`src/rtl/clk_div_pkg.sv`:
```
package clk_div_pkg;

  typedef enum logic [1:0] {
    FS_LOW    = 2'b00,
    FS_HIGH   = 2'b01,
    FS_FLOAT  = 2'b10,
    FS_FLOAT2 = 2'b11
  } freq_mode_e;

  localparam int unsigned NUM_OUTS = 4;
  localparam int unsigned SYNC_DEPTH = 2;

endpackage

```
`src/rtl/clk_div_sel_decode.sv`:
```
module clk_div_sel_decode
  import clk_div_pkg::*;
#(
  parameter int unsigned CNT_W = 7,
  parameter int unsigned FAST  = 20,
  parameter int unsigned SLOW  = 25
) (
  input  logic [1:0]       sel,
  output logic [CNT_W-1:0] ratio_b,
  output logic [CNT_W-1:0] ratio_c
);

  localparam logic [CNT_W-1:0] R_FAST = CNT_W'(FAST);
  localparam logic [CNT_W-1:0] R_SLOW = CNT_W'(SLOW);

  always_comb begin
    unique case (freq_mode_e'(sel))
      FS_LOW: begin
        ratio_b = R_FAST;
        ratio_c = R_FAST;
      end
      FS_HIGH: begin
        ratio_b = R_SLOW;
        ratio_c = R_SLOW;
      end
      default: begin
        ratio_b = R_FAST;
        ratio_c = R_SLOW;
      end
    endcase
  end

endmodule

```
`src/rtl/clk_div_core.sv`:
```
module clk_div_core #(
  parameter int unsigned CNT_W = 7
) (
  input  logic             clk,
  input  logic             rst_n,
  input  logic [CNT_W-1:0] ratio_req,
  input  logic             hold,
  output logic             clk_out
);

  logic             run_q;
  logic [CNT_W-1:0] cnt_q, cnt_nxt;
  logic [CNT_W-1:0] ratio_q, ratio_nxt;
  logic [CNT_W-1:0] half_nxt;
  logic             hold_q, hold_nxt;
  logic             p_q, p_nxt;
  logic             n_q;
  logic             term;
  logic             load;

  // next-state: ratio and hold are only taken at a period boundary
  always_comb begin
    term = (cnt_q == ratio_q - 1'b1);
    load = !run_q || term;
    if (load) begin
      ratio_nxt = ratio_req;
      hold_nxt  = hold;
      cnt_nxt   = '0;
    end else begin
      ratio_nxt = ratio_q;
      hold_nxt  = hold_q;
      cnt_nxt   = cnt_q + 1'b1;
    end
    half_nxt = ratio_nxt >> 1;
    p_nxt    = (cnt_nxt < half_nxt) && !hold_nxt;
  end

  always_ff @(posedge clk or negedge rst_n) begin
    if (!rst_n) begin
      run_q   <= 1'b0;
      cnt_q   <= '0;
      ratio_q <= '0;
      hold_q  <= 1'b0;
      p_q     <= 1'b0;
    end else begin
      run_q   <= 1'b1;
      cnt_q   <= cnt_nxt;
      ratio_q <= ratio_nxt;
      hold_q  <= hold_nxt;
      p_q     <= p_nxt;
    end
  end

  // half-cycle stretch, only active for odd ratios
  always_ff @(negedge clk or negedge rst_n) begin
    if (!rst_n) n_q <= 1'b0;
    else        n_q <= p_q & ratio_q[0];
  end

  assign clk_out = p_q | n_q;

  AST_CNT_BOUND: assert property (@(posedge clk) disable iff (!rst_n)
    run_q |-> (cnt_q < ratio_q));
  AST_RATIO_HOLD: assert property (@(posedge clk) disable iff (!rst_n)
    (run_q && (cnt_q != ratio_q - 1'b1)) |=> $stable(ratio_q));
  AST_WRAP_LOW: assert property (@(posedge clk) disable iff (!rst_n)
    (run_q && (cnt_q == ratio_q - 1'b1)) |-> !p_q);
  AST_HOLD_LOW: assert property (@(posedge clk) disable iff (!rst_n)
    hold_q |-> !(p_q || n_q));

endmodule

```
`src/rtl/clk_div_bank.sv`:
```
module clk_div_bank
  import clk_div_pkg::*;
#(
  parameter int unsigned DIV_A    = 16,
  parameter int unsigned DIV_FAST = 20,
  parameter int unsigned DIV_SLOW = 25,
  parameter int unsigned DIV_D    = 75
) (
  input  logic       clk_vco,
  input  logic       rst_n,
  input  logic [1:0] freq_sel,
  input  logic       force_low,
  input  logic       ref_sel,
  output logic       ref_use_xtal,
  output logic       clk_a,
  output logic       clk_b,
  output logic       clk_c,
  output logic       clk_d
);

  localparam int unsigned MAX_AB  = (DIV_A > DIV_SLOW) ? DIV_A : DIV_SLOW;
  localparam int unsigned MAX_ABF = (MAX_AB > DIV_FAST) ? MAX_AB : DIV_FAST;
  localparam int unsigned MAXDIV  = (MAX_ABF > DIV_D) ? MAX_ABF : DIV_D;
  localparam int unsigned CNT_W   = $clog2(MAXDIV + 1);

  // reset: asynchronous assert, synchronous release
  logic [SYNC_DEPTH-1:0] rst_sync_q;
  logic                  rst_n_s;

  always_ff @(posedge clk_vco or negedge rst_n) begin
    if (!rst_n) rst_sync_q <= '0;
    else        rst_sync_q <= {rst_sync_q[SYNC_DEPTH-2:0], 1'b1};
  end
  assign rst_n_s = rst_sync_q[SYNC_DEPTH-1];

  // control synchronizers
  logic [SYNC_DEPTH-1:0][1:0] sel_sync_q;
  logic [SYNC_DEPTH-1:0]      frc_sync_q;
  logic                       ref_q;

  always_ff @(posedge clk_vco or negedge rst_n_s) begin
    if (!rst_n_s) begin
      sel_sync_q <= {SYNC_DEPTH{FS_FLOAT}};
      frc_sync_q <= '0;
      ref_q      <= 1'b1;
    end else begin
      sel_sync_q <= {sel_sync_q[SYNC_DEPTH-2:0], freq_sel};
      frc_sync_q <= {frc_sync_q[SYNC_DEPTH-2:0], force_low};
      ref_q      <= ref_sel;
    end
  end
  assign ref_use_xtal = ref_q;

  logic [CNT_W-1:0] ratio_b, ratio_c;

  clk_div_sel_decode #(
    .CNT_W (CNT_W),
    .FAST  (DIV_FAST),
    .SLOW  (DIV_SLOW)
  ) u_decode (
    .sel     (sel_sync_q[SYNC_DEPTH-1]),
    .ratio_b (ratio_b),
    .ratio_c (ratio_c)
  );

  logic [CNT_W-1:0]    ratio_v [NUM_OUTS];
  logic [NUM_OUTS-1:0] hold_v;
  logic [NUM_OUTS-1:0] out_v;

  assign ratio_v[0] = CNT_W'(DIV_A);
  assign ratio_v[1] = ratio_b;
  assign ratio_v[2] = ratio_c;
  assign ratio_v[3] = CNT_W'(DIV_D);
  assign hold_v     = {frc_sync_q[SYNC_DEPTH-1], 3'b000};

  for (genvar gi = 0; gi < NUM_OUTS; gi++) begin : g_div
    clk_div_core #(
      .CNT_W (CNT_W)
    ) u_core (
      .clk       (clk_vco),
      .rst_n     (rst_n_s),
      .ratio_req (ratio_v[gi]),
      .hold      (hold_v[gi]),
      .clk_out   (out_v[gi])
    );
  end

  assign clk_a = out_v[0];
  assign clk_b = out_v[1];
  assign clk_c = out_v[2];
  assign clk_d = out_v[3];

  AST_REF_FOLLOW: assert property (@(posedge clk_vco) disable iff (!rst_n_s)
    1'b1 |=> (ref_use_xtal == $past(ref_sel)));

endmodule

```
`config.mk`:
```
export PLATFORM = sky130hd
export DESIGN_NAME = clk_div_bank
export DESIGN_NICKNAME = d
export VERILOG_FILES = /design/src/rtl/clk_div_pkg.sv /design/src/rtl/clk_div_sel_decode.sv /design/src/rtl/clk_div_core.sv /design/src/rtl/clk_div_bank.sv
export SDC_FILE = /design/constraint.sdc
export NUM_CORES = 1
export LEC_CHECK = 0
export BUFFER_PORTS_ARGS = -buffer_cell sky130_fd_sc_hd__buf_2
export CAP_MARGIN = 10
export CORE_MARGIN = 5
export CORE_UTILIZATION = 35
export CTS_CLUSTER_SIZE = 25
export DETAILED_ROUTE_END_ITERATION = 12
export PLACE_DENSITY = 0.54
export SLEW_MARGIN = 20
export SYNTH_ARGS = -nofsm -noshare
export SYNTH_HDL_FRONTEND = slang
export SYNTH_SLANG_ARGS = --single-unit
```
`constraint.sdc`:
```
create_clock -name clk_vco -period 5.5 [get_ports clk_vco]
set_clock_uncertainty 0.1 [all_clocks]
set_input_delay 1.1 -clock clk_vco [delete_from_list [all_inputs] [get_ports clk_vco]]
set_output_delay 1.1 -clock clk_vco [all_outputs]
set_load 0.01 [all_outputs]
```
==> metrics.md, run 1 <==
| Metric | Value |
|---|---|
| Synth Register Bits | between 70 and 80 |
| Die area | 0.0137 mm2 |
| PwrDens | between 200 and 300 mW/mm2 |
| Leak | between 2 and 2.5 nW |
| Hold Crit Class | reg2reg |
| # hold bufs at CTS | 0 |
| Placer Congestion | slightly below 0.8 |
| DR DRC count | 0 |
| Post-CTS setup buffer count | 0 |
| Clock buffer depth | 2 |
| CP cell instances | or2_2 -> buf_2 |
| CP Launch Type | flip-flop |
| Yosys top cell by area | dfrtp_1 |
| Initial core utilization | 35.4% |
| Status | finished clean |
| DP Area | 0.00424 mm2 |
| Num ports | 11 |
| CTS buffer count | 9 |
| DRT iter0 DRCs | 118 |
| H-tree Lvls | 3 |
| Core area | roughly 0.011 mm2 |
| Most common cell after layout, fill and taps aside | dfrtp_1 |
| Nets@finish | 444 |
| Antenna violations before repair | 0 |
| Relative slew slack | 46.5% |
| Detailed Routing Iterations Pass 1 | 4 |
| Syn Area/Cell | 10.2 um2 |
| Layout Cells excl Fill | approximately 560 |
| Slowest stage delay, CP | approximately 0.31 ns |
| Fillers | 1084 |
| RSZ-0062 raised after global routing | no |
| Layout cells sized above 1 | about an eighth |
| Top cells by area, synth | dfrtp_1 (44%), ha_1 (8.7%), xnor2_1 (5.4%) |
| Setup TNS | 0 ns |
| Post-CTS Resized | 0 |
| Cells after DPL | 542 |
| Synthesized instance count | approximately 400 |
| Area share of the largest cell type after synthesis | 43.5% |
| Post-synth ARST share | 100% |
| Skew-Pair Late Insertion Delay | 0.33 ns |
| CP max stage cell | dfrtn_1 |
| EDFF count, synth | 0 |
| Crit path DAT | 3.80 ns |
| Antenna cells | 0 |
| Routed WL | between 7 and 8 mm |
| Die width | 117 um |
| DR WL/cell | 13.2 um |
| Final ANT Viol Nets | 0 |
| Count of pins over their slew limit | 0 |
| CTS Root Cell | clkbuf_16 |
| Most frequent cells in the layout | dfrtp_1 (69), nor2_1 (39), inv_1 (34), ha_1 (28) |
| Final hold vios | 0 |
| CP Class | reg2out |
| Area of the mapped netlist | 0.00403 mm2 |
| Top FF cell, synth | dfrtp_1 |
| # rows | 39 |
| First-pass GRT wire length | 13.2 mm |
| Gr usage total | about an eighth |
| Sink Count | 76 |
| Final Cell Area | around 0.0046 mm2 |
| Max-Cap Viols | 0 |
| Clk slew on worst S/H paths | 0.06 ns |
| # setup viols final | 0 |
| Via Count | roughly 2700 |
| Yosys warning total | 0 |
| Congestion Overflow GR | 0 |
| Peak VDD IR | 147 uV |
| Register area share after synthesis | 47.3% |
| Worst Max-Slew Pin Slew | 0.800 ns |
| Vias in the first global route | 2773 |
| Synth-to-layout area growth | 13.7% |
| Die Y | 117 um |
| Vias/cell | 4.79 |
| Largest fanout on the critical path | 1 |
| Port bufs | 10 |
| Crit. End Element | output pin |
| Largest net degree at the start of global routing | 54 |
| Post-DP HPWL | ~5.2 mm |
| Required time of the critical path | between 4 and 5 ns |
| Post-synth cell types | 50 |
| TritonCTS clock tree | built |
cell usage after synthesis (3+ instances only):
cell type  number
a21oi_1        10
a31oi_1         4
and2_1          4
and3_1         12
clkbuf_1        3
dfrtn_1         3
dfrtp_1        70
dfstp_2         3
ha_1           28
inv_1          34
mux2_2          4
mux2i_1         4
nand2_1        18
nand2b_1       12
nand3_1        19
nand4_1         6
nor2_1         39
nor2b_1        10
nor3_1          5
o21a_1          3
o21ai_0         8
or2_2          10
xnor2_1        25
xor2_1         25
routing by layer:
layer | track usage, % | wire [um] | vias up
li1 | - | - | 1355
met1 | 15.1 | 3510 | 1285
met4 | 6.19 | 175 | 0
met3 | 3.03 | 166 | 10
met2 | 20.0 | 3480 | 24
met5 | 0 | 0 | -
kinds of logic after synthesis:
kind of cell / count (synthesis) / synth area share, %
fa+ha+maj: 28 / 8.70
other cells: 1 / 0.0931
compound gates: 44 / 8.02
mux: 8 / 2.11
xor+xnor: 50 / 10.9
simple gates: 145 / 18.7
buf+inv: 41 / 4.16
flops: 76 / 47.3
layout make-up:
class | instances | area [um2] | share of cell area (%)
repair buffers | 12 | 65.1 | 1.42
clock inverters | 6 | 113 | 2.46
well taps | 143 | 179 | 3.91
inverters | 34 | 128 | 2.79
flip-flops and latches | 76 | 1910 | 41.7
multi-input cells | 277 | 1960 | 42.7
clock buffers | 10 | 229 | 5.00
power breakdown:
group          switching (mW)  leakage [nW]  total [mW]  internal [mW]
Sequential             0.0278         0.946       0.607          0.579
Clock                   0.230         0.167       0.674          0.444
Combinational          0.0421         0.994      0.0798         0.0377
final timing paths:
check | slack [ns] | from | end | cells after the start
worst max-delay path | 0.50 | g_div[1].u_core.n_q | clk_b | 2
worst min-delay path | 0.25 | sel_sync_q[0] | sel_sync_q[2] | 0
worst max register to register | 1.76 | g_div[1].u_core.ratio_q[0] | g_div[1].u_core.p_q | 15
worst min register to register | 0.25 | sel_sync_q[0] | sel_sync_q[2] | 0
max in group asynchronous | 1.91 | rst_sync_q[1] | g_div[1].u_core.n_q | 0
min in group asynchronous | 0.27 | rst_sync_q[1] | g_div[0].u_core.p_q | 0
worst max-delay path, delay by kind of cell, from the launching register on:
family / cells / cell delay [ns]
flops: 1 / 0.31
simple gates: 1 / 0.26
buf+inv: 1 / 0.14
per-stage QoR:
stage	power, mW	setup slack [ns]	utilization, %	hold WS, ns
after floorplan	0.674	0.497	-	0.231
after global placement	0.696	0.847	37.3	0.235
after detailed placement	0.697	0.850	37.3	0.237
after CTS	1.38	0.479	40.3	0.250
after global routing	1.42	0.454	40.3	0.257
final	1.36	0.498	40.3	0.253
registers in the layout, indices dropped and copies added, names as in the netlist:
signal,flops
g_div.u_core.p_q,4
g_div.u_core.hold_q,4
frc_sync_q,2
g_div.u_core.run_q,1
g_div.u_core.ratio_q,27
ref_use_xtal,1
g_div.u_core.cnt_q,28
sel_sync_q,4
g_div.u_core.n_q,3
rst_sync_q,2
Power figures use the tool's default switching activity.
==> run 2, diff against run 1 <==
- CORE_UTILIZATION: 35 -> 30
- PLACE_DENSITY: 0.54 -> 0.48
- RECOVER_POWER: unset -> 50
==> metrics.md, run 2 (synthesized netlist as in run 1, its figures left out) <==
| Metric | Value |
|---|---|
| Num ports | 11 (unchanged) |
| WP buf/inv | 1 (unchanged) |
| Reg2reg setup slack | 1.78 ns (+0.02 ns) |
| Worst hold path endpoint | rst_sync_q[1] |
| Count of pins over their slew limit | 0 (unchanged) |
| Worst R2R Start | g_div[1].u_core.ratio_q[0] |
| FF-to-FF End | g_div[1].u_core.p_q |
| Largest net degree at the start of global routing | 51 (-5.6%) |
| Max reg flops | 28 (unchanged) |
| Final WS setup | 0.490 ns (-0.00809 ns) |
| Worst reg2reg path depth | 15 (unchanged) |
| Placer Congestion | 0.742 (-4.5%) |
| Reg power frac | 44.1% (-0.5 points) |
| Antenna violations before repair | 0 (unchanged) |
| Largest fanout on the critical path | 1 (unchanged) |
| CP cell instances | or2_2 -> buf_2 |
| Relative slew slack | 8.37% (-38 points) |
| H-tree Lvls | 3 (unchanged) |
| Most common cell after layout, fill and taps aside | dfrtp_1 |
| Final Cell Area | 0.00462 mm2 (+0.98%) |
| Die Y | 126 um (+7.3%) |
| Vias in the first global route | 2758 (-0.54%) |
| CP Class | reg2out |
| Post-DP HPWL | 5.32 mm (+2.1%) |
| Slowest stage delay, CP | 0.31 ns (about the same) |
| Skew-Pair Late Insertion Delay | 0.34 ns (about the same) |
| Congestion Overflow GR | 0 (unchanged) |
| Wire length on met2 | 3.48 mm (-0.11%) |
| Hold_sp | rst_sync_q[0] |
| Pre-CTS setup slack | 0.848 ns (-0.00152 ns) |
| CP Launch Type | flip-flop |
| Fillers | 1322 (+22%) |
| Required time of the critical path | 4.30 ns (about the same) |
| Leak | 2.10 nW (-0.21%) |
| PwrDens | 297 mW/mm2 (about the same) |
| Routed WL | 7.53 mm (+2.5%) |
| First-pass GRT wire length | 13.3 mm (+0.63%) |
| Final ANT Viol Nets | 0 (unchanged) |
| # hold bufs at CTS | 0 (unchanged) |
| Via Count | 2653 (-0.79%) |
| Hold depth | 0 (unchanged) |
| DR DRC count | 0 (unchanged) |
| DR WL/cell | 12.7 um (-3.2%) |
| Layout cells sized above 1 | 11.6% (-0.24 points) |
| Initial core utilization | 30.5% (-4.9 points) |
| Final hold vios | 0 (unchanged) |
| Routed wl met3 | 291 um (+75%) |
| Clk slew on worst S/H paths | 0.05 ns (about the same) |
| Clock buffer depth | 2 (unchanged) |
| # rows | 42 (+7.7%) |
| Synth-to-layout area growth | 14.9% |
| Post-CTS setup buffer count | 0 (unchanged) |
| Sw Pwr | 0.302 mW (+0.62%) |
| Comb pwr share | 5.8% (about the same) |
| DP Area | 0.00428 mm2 (+0.97%) |
| Sw frac | 22.0% (-0.069 points) |
| Setup TNS | 0 ns (unchanged) |
| Post-CTS Resized | 0 (unchanged) |
| Status | finished clean |
| Min Hold Slack | 0.249 ns (-0.00407 ns) |
| Gr usage total | 10.5% (-1.8 points) |
| Peak VDD IR | 171 uV (+16%) |
| Cell internal pwr | 1.07 mW (+1.0%) |
| Layout Cells excl Fill | 591 (+5.9%) |
| Top Registers | g_div.u_core.cnt_q: 28 flops, g_div.u_core.ratio_q: 27 flops |
| M1 wire length | 3.63 mm (+3.4%) |
| Crit. End Element | output pin |
| Port bufs | 10 (unchanged) |
| Final Power | 1.37 mW (+0.93%) |
| Die width | 126 um (+7.3%) |
| Detailed Routing Iterations Pass 1 | 4 (unchanged) |
| Die area | 0.0158 mm2 (+15%) |
| Nets@finish | 444 (unchanged) |
| TritonCTS clock tree | built |
| Clock network power share | 50.1% (+0.5 points) |
| Highest metal used | met4 |
| RSZ-0062 raised after global routing | no |
| Sink Count | 76 (unchanged) |
| Fin util | 35.1% (-5.2 points) |
| Largest Register | g_div.u_core.cnt_q |
| Antenna cells | 0 (unchanged) |
| Cell family with most CP delay | flip-flops |
| Most frequent cells in the layout | dfrtp_1 (69), nor2_1 (39), inv_1 (34), ha_1 (28) |
| Core area | 0.0132 mm2 (+16%) |
| Worst Max-Slew Pin Slew | 1.37 ns (+0.574 ns) |
| CP max stage cell | dfrtn_1 |
| Cells after DPL | 575 (+6.1%) |
| CTS buffer count | 9 (unchanged) |
| Hold Crit Class | reg2reg |
| CTS Root Cell | clkbuf_16 |
| Crit path DAT | 3.81 ns (about the same) |
| # setup viols final | 0 (unchanged) |
| Vias/cell | 4.49 (-6.3%) |
| DRT iter0 DRCs | 154 (+31%) |
| Max-Cap Viols | 0 (unchanged) |
run 2: cell types whose count changed in the layout (fill, tap and decap cells not counted), sizes merged:
cell      previous run  this run
buf                 12        10
clkbuf              10        12
clkinv               3         2
clkinvlp             0         1
run 2: cell type report:
cell class / count / area, um2 / share of cell area, %
Clock buffer: 10 / 239 / 5.17
Clock inverter: 6 / 111 / 2.41
Inverter: 34 / 128 / 2.76
Multi-Input combinational cell: 277 / 1960 / 42.3
Sequential cell: 76 / 1910 / 41.3
Tap cell: 176 / 220 / 4.76
Timing Repair Buffer: 12 / 60.1 / 1.30
run 2: worst max path at each step:
| stage | slack (ns) | cells past startpoint | from | endpoint |
|---|---|---|---|---|
| floorplan | 0.50 | 0 | rst_sync_q[1] | g_div[1].u_core.n_q |
| global placement | 0.85 | 2 | g_div[1].u_core.n_q | clk_b |
| detailed placement | 0.85 | 2 | g_div[1].u_core.n_q | clk_b |
| CTS | 0.47 | 2 | g_div[1].u_core.n_q | clk_b |
| global route | 0.44 | 2 | g_div[1].u_core.n_q | clk_b |
| finish | 0.49 | 2 | g_div[1].u_core.n_q | clk_b |
run 2: power by group through the flow:
stage                     Clock, mW  Combinational (mW)  Sequential, mW
after floorplan                   0              0.0633           0.610
after global placement            0              0.0796           0.617
after detailed placement          0              0.0810           0.617
after CTS                     0.713              0.0817           0.607
after global routing          0.737              0.0930           0.612
final                         0.688              0.0794           0.606
run 2: routing by layer:
| layer | track usage, % | vias up |
|---|---|---|
| met1 | 13.2 | 1262 |
| met2 | 16.3 | 24 |
| met4 | 3.72 | 0 |
| met5 | 0 | - |
| li1 | - | 1359 |
| met3 | 4.45 | 8 |
